--- src/rtl/kp_pkg.sv ---
package kp_pkg;
  typedef enum logic [1:0] {
    SET_NONE  = 2'd0,
    SET_KEYS  = 2'd1,
    SET_COMBO = 2'd2,
    SET_MANY  = 2'd3
  } set_kind_e;
endpackage

--- src/rtl/kp_col_scan.sv ---
module kp_col_scan #(
  parameter int ROWS  = 8,
  parameter int COLS  = 8,
  parameter int DIV_W = 16
) (
  input  logic                 clk,
  input  logic                 rst_n,
  input  logic [DIV_W-1:0]     scan_div,
  input  logic [ROWS-1:0]      row_sense_n,
  output logic [COLS-1:0]      col_drive_n,
  output logic [ROWS*COLS-1:0] frame_img,
  output logic                 frame_stb
);
  localparam int CIDX_W = (COLS > 1) ? $clog2(COLS) : 1;
  localparam int NKEYS  = ROWS * COLS;

  logic [DIV_W-1:0]  div_q;
  logic [CIDX_W-1:0] col_q;
  logic [ROWS-1:0]   row_s1, row_s2;
  logic [NKEYS-1:0]  acc_q, acc_next;
  logic              tick, last_col;

  assign tick     = (div_q == scan_div);
  assign last_col = (col_q == CIDX_W'(COLS - 1));

  always_comb begin
    acc_next = acc_q;
    acc_next[col_q*ROWS +: ROWS] = ~row_s2;
  end

  for (genvar c = 0; c < COLS; c++) begin : g_col
    assign col_drive_n[c] = (col_q != CIDX_W'(c));
  end

  always_ff @(posedge clk or negedge rst_n) begin
    if (!rst_n) begin
      div_q     <= '0;
      col_q     <= '0;
      row_s1    <= '1;
      row_s2    <= '1;
      acc_q     <= '0;
      frame_img <= '0;
      frame_stb <= 1'b0;
    end else begin
      row_s1    <= row_sense_n;
      row_s2    <= row_s1;
      frame_stb <= 1'b0;
      if (tick) begin
        div_q <= '0;
        acc_q <= acc_next;
        if (last_col) begin
          col_q     <= '0;
          frame_img <= acc_next;
          frame_stb <= 1'b1;
        end else begin
          col_q <= col_q + 1'b1;
        end
      end else begin
        div_q <= div_q + 1'b1;
      end
    end
  end

  // a column change is always a step to the next column
  a_r1_col_advance: assert property (@(posedge clk) disable iff (!rst_n)
    (col_drive_n != $past(col_drive_n)) |->
      (col_drive_n == {$past(col_drive_n[COLS-2:0]), $past(col_drive_n[COLS-1])}));

  // exactly one column low
  a_r1_one_col: assert property (@(posedge clk) disable iff (!rst_n)
    $countones(~col_drive_n) == 1);
endmodule

--- src/rtl/kp_set_decode.sv ---
module kp_set_decode #(
  parameter int ROWS   = 8,
  parameter int COLS   = 8,
  parameter int CODE_W = 6
) (
  input  logic [ROWS*COLS-1:0] img,
  input  logic [CODE_W-1:0]    combo_a,
  input  logic [CODE_W-1:0]    combo_b,
  input  logic [CODE_W-1:0]    combo_c,
  output kp_pkg::set_kind_e    kind,
  output logic [1:0]           n_keys,
  output logic [CODE_W-1:0]    lo_code,
  output logic [CODE_W-1:0]    hi_code
);
  import kp_pkg::*;
  localparam int NKEYS = ROWS * COLS;

  logic [NKEYS-1:0] combo_mask;
  logic [1:0]       cnt;

  always_comb begin
    cnt     = 2'd0;
    lo_code = '0;
    hi_code = '0;
    for (int i = 0; i < NKEYS; i++) begin
      combo_mask[i] = (CODE_W'(i) == combo_a) || (CODE_W'(i) == combo_b) ||
                      (CODE_W'(i) == combo_c);
      if (img[i]) begin
        if (cnt == 2'd0)      lo_code = CODE_W'(i);
        else if (cnt == 2'd1) hi_code = CODE_W'(i);
        if (cnt != 2'd3) cnt = cnt + 2'd1;
      end
    end
  end

  assign n_keys = cnt;

  always_comb begin
    if (cnt == 2'd0)                        kind = SET_NONE;
    else if (cnt != 2'd3)                   kind = SET_KEYS;
    else if (img == combo_mask)             kind = SET_COMBO;
    else                                    kind = SET_MANY;
  end
endmodule

--- src/rtl/kp_debounce_report.sv ---
module kp_debounce_report #(
  parameter int NKEYS  = 64,
  parameter int CODE_W = 6,
  parameter int DEB_W  = 8
) (
  input  logic               clk,
  input  logic               rst_n,
  input  logic [DEB_W-1:0]   debounce_cnt,
  input  logic               frame_stb,
  input  logic [NKEYS-1:0]   frame_img,
  input  kp_pkg::set_kind_e  kind,
  input  logic [1:0]         n_keys,
  input  logic [CODE_W-1:0]  lo_code,
  input  logic [CODE_W-1:0]  hi_code,
  output logic               key0_valid,
  output logic [CODE_W-1:0]  key0_code,
  output logic               key1_valid,
  output logic [CODE_W-1:0]  key1_code,
  output logic               key_irq,
  output logic               combo_irq
);
  import kp_pkg::*;

  logic [NKEYS-1:0] prev_img, commit_img;
  logic [DEB_W-1:0] run_q, run_next, thr;
  logic             accept;

  assign thr = (debounce_cnt == '0) ? DEB_W'(1) : debounce_cnt;

  always_comb begin
    if (frame_img != prev_img)  run_next = DEB_W'(1);
    else if (run_q == '1)       run_next = run_q;
    else                        run_next = run_q + 1'b1;
  end

  assign accept = frame_stb && (run_next == thr) && (frame_img != commit_img);

  always_ff @(posedge clk or negedge rst_n) begin
    if (!rst_n) begin
      prev_img   <= '0;
      commit_img <= '0;
      run_q      <= '0;
      key0_valid <= 1'b0;
      key0_code  <= '0;
      key1_valid <= 1'b0;
      key1_code  <= '0;
      key_irq    <= 1'b0;
      combo_irq  <= 1'b0;
    end else begin
      key_irq   <= 1'b0;
      combo_irq <= 1'b0;
      if (frame_stb) begin
        prev_img <= frame_img;
        run_q    <= run_next;
      end
      if (accept) begin
        commit_img <= frame_img;
        case (kind)
          SET_NONE, SET_KEYS: begin
            key0_valid <= (n_keys != 2'd0);
            key0_code  <= lo_code;
            key1_valid <= (n_keys == 2'd2);
            key1_code  <= (n_keys == 2'd2) ? hi_code : '0;
            key_irq    <= 1'b1;
          end
          SET_COMBO: combo_irq <= 1'b1;
          default: ;
        endcase
      end
    end
  end

  a_r6_key_irq_pulse: assert property (@(posedge clk) disable iff (!rst_n)
    key_irq |=> !key_irq);

  a_r8_irq_exclusive: assert property (@(posedge clk) disable iff (!rst_n)
    !(key_irq && combo_irq));

  a_r4_slot_order: assert property (@(posedge clk) disable iff (!rst_n)
    key1_valid |-> (key0_valid && (key0_code < key1_code)));

  a_r8_combo_holds: assert property (@(posedge clk) disable iff (!rst_n)
    combo_irq |-> ($stable(key0_valid) && $stable(key0_code) &&
                   $stable(key1_valid) && $stable(key1_code)));

  a_r5_irq_after_frame: assert property (@(posedge clk) disable iff (!rst_n)
    (key_irq || combo_irq) |-> $past(frame_stb));
endmodule

--- src/rtl/kp_matrix_scanner.sv ---
module kp_matrix_scanner #(
  parameter int ROWS  = 8,
  parameter int COLS  = 8,
  parameter int DIV_W = 16,
  parameter int DEB_W = 8
) (
  input  logic                             clk,
  input  logic                             rst_n,
  input  logic [DIV_W-1:0]                 scan_div,
  input  logic [DEB_W-1:0]                 debounce_cnt,
  input  logic [$clog2(ROWS*COLS)-1:0]     combo_code_a,
  input  logic [$clog2(ROWS*COLS)-1:0]     combo_code_b,
  input  logic [$clog2(ROWS*COLS)-1:0]     combo_code_c,
  input  logic [ROWS-1:0]                  row_sense_n,
  output logic [COLS-1:0]                  col_drive_n,
  output logic                             key0_valid,
  output logic [$clog2(ROWS*COLS)-1:0]     key0_code,
  output logic                             key1_valid,
  output logic [$clog2(ROWS*COLS)-1:0]     key1_code,
  output logic                             key_irq,
  output logic                             combo_irq
);
  localparam int NKEYS  = ROWS * COLS;
  localparam int CODE_W = $clog2(NKEYS);

  logic [NKEYS-1:0]   frame_img;
  logic               frame_stb;
  kp_pkg::set_kind_e  kind;
  logic [1:0]         n_keys;
  logic [CODE_W-1:0]  lo_code, hi_code;

  kp_col_scan #(.ROWS(ROWS), .COLS(COLS), .DIV_W(DIV_W)) u_scan (
    .clk(clk), .rst_n(rst_n), .scan_div(scan_div), .row_sense_n(row_sense_n),
    .col_drive_n(col_drive_n), .frame_img(frame_img), .frame_stb(frame_stb));

  kp_set_decode #(.ROWS(ROWS), .COLS(COLS), .CODE_W(CODE_W)) u_dec (
    .img(frame_img), .combo_a(combo_code_a), .combo_b(combo_code_b),
    .combo_c(combo_code_c), .kind(kind), .n_keys(n_keys),
    .lo_code(lo_code), .hi_code(hi_code));

  kp_debounce_report #(.NKEYS(NKEYS), .CODE_W(CODE_W), .DEB_W(DEB_W)) u_rep (
    .clk(clk), .rst_n(rst_n), .debounce_cnt(debounce_cnt),
    .frame_stb(frame_stb), .frame_img(frame_img), .kind(kind), .n_keys(n_keys),
    .lo_code(lo_code), .hi_code(hi_code),
    .key0_valid(key0_valid), .key0_code(key0_code),
    .key1_valid(key1_valid), .key1_code(key1_code),
    .key_irq(key_irq), .combo_irq(combo_irq));
endmodule

--- config.mk ---
export PLATFORM = sky130hd
export DESIGN_NAME = kp_matrix_scanner
export DESIGN_NICKNAME = d
export VERILOG_FILES = /design/src/rtl/kp_pkg.sv /design/src/rtl/kp_col_scan.sv /design/src/rtl/kp_set_decode.sv /design/src/rtl/kp_debounce_report.sv /design/src/rtl/kp_matrix_scanner.sv
export SDC_FILE = /design/constraint.sdc
export NUM_CORES = 1
export LEC_CHECK = 0
export ABC_AREA = 1
export BUFFER_PORTS_ARGS = -buffer_cell sky130_fd_sc_hd__buf_2
export CAP_MARGIN = 10
export CORE_MARGIN = 2
export CORE_UTILIZATION = 40
export CTS_CLUSTER_DIAMETER = 120
export DETAILED_ROUTE_END_ITERATION = 6
export GPL_TIMING_DRIVEN = 1
export HOLD_SLACK_MARGIN = 0.12
export PLACE_DENSITY_LB_ADDON = 0.25
export RECOVER_POWER = 25
export SYNTH_ARGS = -nofsm -noshare
export SYNTH_HDL_FRONTEND = slang
export SYNTH_HIERARCHICAL = 1
export SYNTH_SLANG_ARGS = --single-unit
--- constraint.sdc ---
create_clock -name clk -period 12.4 [get_ports clk]
set_input_delay 1.24 -clock clk [delete_from_list [all_inputs] [get_ports clk]]
set_output_delay 1.24 -clock clk [all_outputs]
set_load 0.005 [all_outputs]
==> flow_summary.yaml, run 1 <==
critical_path:
  critPathLaunchType: "flip-flop"
  crit_arrival_ns: 12.60
  worst-path-max-fanout: 15
  crit_path_frequent_cell: "nand2_4"
  slowest_stage: "dfrtp_2"
  crit_type: "flip-flop to flip-flop"
  slowest_delay_ns: 0.41
  end_kind: "flip-flop"
  crit_required_ns: 12.92
yosys:
  netlist_top_cells_area: "dfrtp_1 (33%), nand2_1 (24%), inv_1 (5.0%), nand4_1 (4.4%), nor2_1 (4.2%)"
  yosysWarnings: 6
  synth-main-ff-cell: "dfrtp_1"
  netlist_area_mm2: 0.0230
  synth_top_cell_by_area: "dfrtp_1"
  synth_top_cell_area_share: 0.326
  synth_cells: 3540
  synthDistinctLibCells: 55
  avgSynthCellArea_um2: 6.51
  synth-async-reset-ratio: 1.00
  synth_seq_cells: 316
  synth_edf_count: 0
  syn_nets: 3608
  synth_seq_area_share: 0.344
cells_and_area:
  final_util: 0.480
  nets: 3720
  final_common_cell: "nand2_1"
  final_layout_size_suffix_gt1_frac: 0.173
  area_growth_pct: 18.0
  n_antenna_cell: 0
  mostFrequentLayoutCells: "nand2_1 (1,385), dfrtp_1 (296), inv_1 (287)"
clocking:
  cts.sinks: 316
  cts_buffer_depth: 3
  numCtsBuffers: 40
  cts_tree: "built"
  clockRootBuffer: "clkbuf_16"
  clk_pin_slew_worst_paths_ns: 0.06
  htree_levels: 2
  holdBufCountCts: 0
  clock_latency_ns: 0.59
status:
  status: "complete, but fails checks"
  violations: "capacitance limit, slew limit"
power_and_ir_drop:
  power_frac_clock: 0.496
  p_seq_frac: 0.435
  p_int_mw: 1.83
  p_switching_mw: 0.651
  pwr-share-comb: 0.069
  power.total_mw: 2.48
  switching_share: 0.262
  p_leak_nw: 13.8
  ir_drop_v: 0.0000961
  powerDensity_mw_per_mm2: 91.2
sta:
  setup_viol: 0
  fin_crit_ns: 12.08
  fin_crit_sh: 0.974
  slew_violations: 249
  hold_viol: 0
  tns_ns: 0
  tightest_slew_ns: 5.70
  skew_ns: 0.0181
  slew_headroom: -2.80
  max_freq_mhz: 82.8
  timing.final.ws_setup_ns: 0.320
global_routing:
  grt_pass1_wl_um: 112000
  grtUsageMet1: 0.341
  grt.busiest_layer: "met2"
  grt_max_degree: 103
  overflow: 0
  use_met3: 0.0328
  grt_usage: 0.236
  antenna_found_initial: 0
  grtUsageMet2: 0.366
  grt_pass1_vias: 20718
routing:
  dr.pass1.iters: 5
  drt_iter0_drc: 2155
  wl_per_cell_um: 16.6
  drt-total-wl_um: 73600
  vias: 23181
  drcViolationCount: 0
  ant_nets: 0
  via_per_inst: 5.22
floorplanning:
  die_area_mm2: 0.0596
  die_height_um: 244
  start_util: 0.406
  core_mm2: 0.0567
  std_cell_rows: 87
  ios: 76
  die-width_um: 244
placed_design:
  dp_hpwl_um: 51200
  pre_cts_slack_ns: 0.0501
  io_buffers: 75
  place_congestion: 1.01
run:
  maxCapViolations: 3
worst_hold_path:
  hp-class: "flip-flop to flip-flop"
-- repair_timing --
action | in CTS | in global routing
gates resized for setup | 0 | 295
setup endpoints to repair | 0 | 16
buffers inserted | 0 | 67
-- through the flow --
stage	cell area [µm²]	hold WS, ns	std cells
finish	27200	0.354	4440
detailed placement	24100	0.347	4299
floorplan	23000	0.345	3540
global placement	24100	0.346	4299
CTS	25500	0.355	4373
global route	27200	0.356	4440
-- registers in the layout, indices dropped and copies added (netlist names) --
register,cells
u_rep/combo_irq,1
u_rep/commit_img,64
u_rep/key0_code,6
u_rep/key0_valid,1
u_rep/key1_code,6
u_rep/key1_valid,1
u_rep/key_irq,1
u_rep/prev_img,64
u_rep/run_q,8
u_scan/acc_q,64
u_scan/col_q,3
u_scan/div_q,16
u_scan/frame_img,64
u_scan/frame_stb,1
u_scan/row_s1,8
u_scan/row_s2,8
-- routing by layer --
metal  vias up  wire length (µm)
met5         -                 0
met4         0              2070
met3       136              5230
met2       817             32500
met1     10676             33700
li1      11552                 -
-- layout make-up --
cell class              count  area, µm²
repair buffers            169       1080
clock buffers              49       1100
multi-input cells        2757      14400
fillers                  5747      29500
flip-flops and latches    316       7930
clock inverters            25        309
inverters                 368       1390
well taps                 756        946
-- cell usage after synthesis, types with 2 or more instances --
library cell,n
buf_2,29
nand2_4,11
nand3_1,193
nor3_1,36
or2_2,8
a221oi_1,2
buf_6,7
and2_1,2
nor2_1,260
ha_1,16
nor2_4,4
a211oi_1,3
a21oi_1,24
o21ai_0,129
nand2_1,1460
nand3_2,27
and3_1,3
nor2_2,10
clkbuf_1,47
dfrtp_1,300
nand3b_1,4
o21ai_2,6
a31oi_1,5
dfstp_2,16
nand4_1,163
nand2_2,103
o2111ai_1,8
inv_1,310
o21a_1,3
nand4_2,9
buf_1,2
clkinv_1,5
o211ai_1,11
nor4_1,19
xnor2_1,60
buf_4,14
or2_1,2
o31ai_1,6
or4_1,3
o21ai_1,60
xor2_1,94
inv_2,53
-- kinds of logic after synthesis --
logic type | synth area share
fa+ha+maj | 0.00869
compound gates | 0.0648
buf+inv | 0.0822
simple gates | 0.442
flops | 0.344
xor+xnor | 0.0585
-- final timing paths --
kind | start | end | slack (ns) | cells past startpoint
min in group asynchronous | rst_n | u_rep/commit_img[5] | 2.77 | 1
worst min register to register | u_scan/row_s1[1] | u_scan/row_s2[1] | 0.35 | 0
worst min-delay path | u_scan/row_s1[1] | u_scan/row_s2[1] | 0.35 | 0
worst max register to register | u_scan/frame_img[0] | u_rep/key0_code[0] | 0.32 | 118
max in group asynchronous | rst_n | u_scan/frame_img[3] | 5.60 | 3
worst max-delay path | u_scan/frame_img[0] | u_rep/key0_code[0] | 0.32 | 118
-- power groups by stage --
stage               registers, mW  clock network (mW)  logic (mW)
floorplan                    1.09                   0       0.109
global placement             1.10                   0       0.171
detailed placement           1.10                   0       0.173
CTS                          1.08                1.26       0.173
global route                 1.08                1.30       0.196
finish                       1.08                1.23       0.172
-- critical path, delay by kind of cell, from the launching register on --
| family | cells | cell delay [ns] |
|---|---|---|
| compound gates | 1 | 0.17 |
| fa+ha+maj | 1 | 0.21 |
| buf+inv | 5 | 0.53 |
| flops | 1 | 0.41 |
| simple gates | 111 | 10.67 |
(Power assumes the default switching activity.)
==> run 2, diff against run 1 <==
- PLACE_DENSITY: not set -> 0.6
- PLACE_DENSITY_LB_ADDON: 0.25 -> not set
==> flow_summary.yaml, run 2 (same netlist as run 1, synthesis figures left out) <==
status:
  status: "complete, but fails checks"
  violations: "DRC, capacitance limit, slew limit"
power_and_ir_drop:
  ir_drop_v: 0.0000967
  powerDensity_mw_per_mm2: 90.6
  power.total_mw: 2.46
  p_leak_nw: 13.8
routing:
  wl_per_cell_um: 16.7
  drt-total-wl_um: 74200
  drcViolationCount: 4
  dr.pass1.iters: 7
  via_per_inst: 5.23
  ant_nets: 0
  drt_iter0_drc: 2573
  vias: 23257
sta:
  rsz0062_at_grt: "yes"
  max_freq_mhz: 83.8
  tightest_slew_ns: 5.82
  timing.final.ws_setup_ns: 0.463
  skew_ns: 0.0205
  setup_viol: 0
  fin_crit_ns: 11.94
  hold_viol: 0
  slew_violations: 250
  fin_crit_sh: 0.963
  slew_headroom: -2.88
floorplanning:
  die-width_um: 244
  start_util: 0.406
  die_area_mm2: 0.0596
  std_cell_rows: 87
  ios: 76
  die_height_um: 244
  core_mm2: 0.0567
placed_design:
  dp_hpwl_um: 51100
  io_buffers: 75
  place_congestion: 0.979
  pre_cts_slack_ns: 0.245
critical_path:
  critPathLaunchType: "flip-flop"
  path_buf_inv: 7
  slowest_delay_ns: 0.38
  worst-path-max-fanout: 4
  slowest_stage: "dfrtp_1"
  crit_arrival_ns: 12.45
  crit_family: "simple AND/OR/NAND/NOR gates"
  crit_required_ns: 12.91
  end_kind: "flip-flop"
  crit_path_frequent_cell: "nand2_4"
  crit_type: "flip-flop to flip-flop"
clocking:
  cts.sinks: 316
  clockRootBuffer: "clkbuf_16"
  holdBufCountCts: 0
  clock_latency_ns: 0.58
  clk_pin_slew_worst_paths_ns: 0.06
  htree_levels: 2
  cts_buffer_depth: 3
  cts_tree: "built"
  numCtsBuffers: 39
global_routing:
  grt_pass1_wl_um: 112000
  grt_max_degree: 101
  antenna_found_initial: 0
  overflow: 0
  grt_usage: 0.237
  grt_pass1_vias: 20252
cells_and_area:
  final_layout_size_suffix_gt1_frac: 0.168
  nets: 3728
  fillCellCount: 5731
  n_antenna_cell: 0
  final_common_cell: "nand2_1"
  mostFrequentLayoutCells: "nand2_1 (1,398), dfrtp_1 (297), inv_1 (283)"
  area_growth_pct: 17.7
worst_hold_path:
  hp-class: "flip-flop to flip-flop"
run:
  maxCapViolations: 4
[run 2: cell types whose count changed in the layout (fill, tap and decap cells not counted), moves of 6 or more]
cell and change:
nand2_4 -7, nand2_1 +13, nand2_2 -7, nor2_2 -9, nor2_1 +10, clkbuf_1 +9, clkinvlp_4 -6
[run 2: cell type report]
class / count / area [µm²] / share of cell area
tap: 756 / 946 / 0.0349
clock buffer: 59 / 1130 / 0.0417
clock inverter: 13 / 205 / 0.00756
multi-input combinational: 2758 / 14400 / 0.530
timing repair buffer: 177 / 1160 / 0.0426
inverter: 368 / 1390 / 0.0511
sequential: 316 / 7930 / 0.292
[run 2: worst paths after layout]
| check | from | slack, ns | end | cells past startpoint |
|---|---|---|---|---|
| setup / recovery | u_scan/frame_img[0] | 0.46 | u_rep/key0_code[0] | 116 |
| hold / removal | u_scan/row_s1[7] | 0.35 | u_scan/row_s2[7] | 0 |
| setup reg to reg | u_scan/frame_img[0] | 0.46 | u_rep/key0_code[0] | 116 |
| hold reg to reg | u_scan/row_s1[7] | 0.35 | u_scan/row_s2[7] | 0 |
| max in group asynchronous | rst_n | 5.49 | u_scan/frame_stb | 3 |
| min in group asynchronous | rst_n | 2.82 | u_rep/commit_img[7] | 1 |
[run 2: repair_timing]
item | in CTS | in global routing
buffers inserted | 0 | 72
resized for setup | 0 | 271
setup endpoints to repair | 0 | 16
[run 2: metrics by stage]
step	cells	setup TNS, ns	util	cell area, µm²	hold WS (ns)
final	4447	0	0.478	27100	0.354
after global routing	4447	-6.35	0.478	27100	0.356
after CTS	4374	0	0.449	25400	0.355
after detailed placement	4302	0	0.425	24100	0.347
after global placement	4302	0	0.425	24100	0.345
after floorplan	3540	0	-	23000	0.345
[run 2: metal layers]
layer  wire (µm)  part of all wire  GRT usage  vias to the layer above
li1            -                 -          -                    11543
met5           0                 0          0                        -
met1       33900              0.46      0.344                    10759
met4        1810             0.024     0.0599                        0
met2       33200              0.45      0.366                      831
met3        5170             0.070     0.0379                      124
[run 2: report_power, final]
group / leakage [nW] / switching, mW / total (mW) / internal, mW
registers: 4.32 / 0.0238 / 1.08 / 1.05
clock network: 0.653 / 0.487 / 1.21 / 0.721
logic: 8.87 / 0.121 / 0.172 / 0.0518
total: 13.8 / 0.631 / 2.46 / 1.83
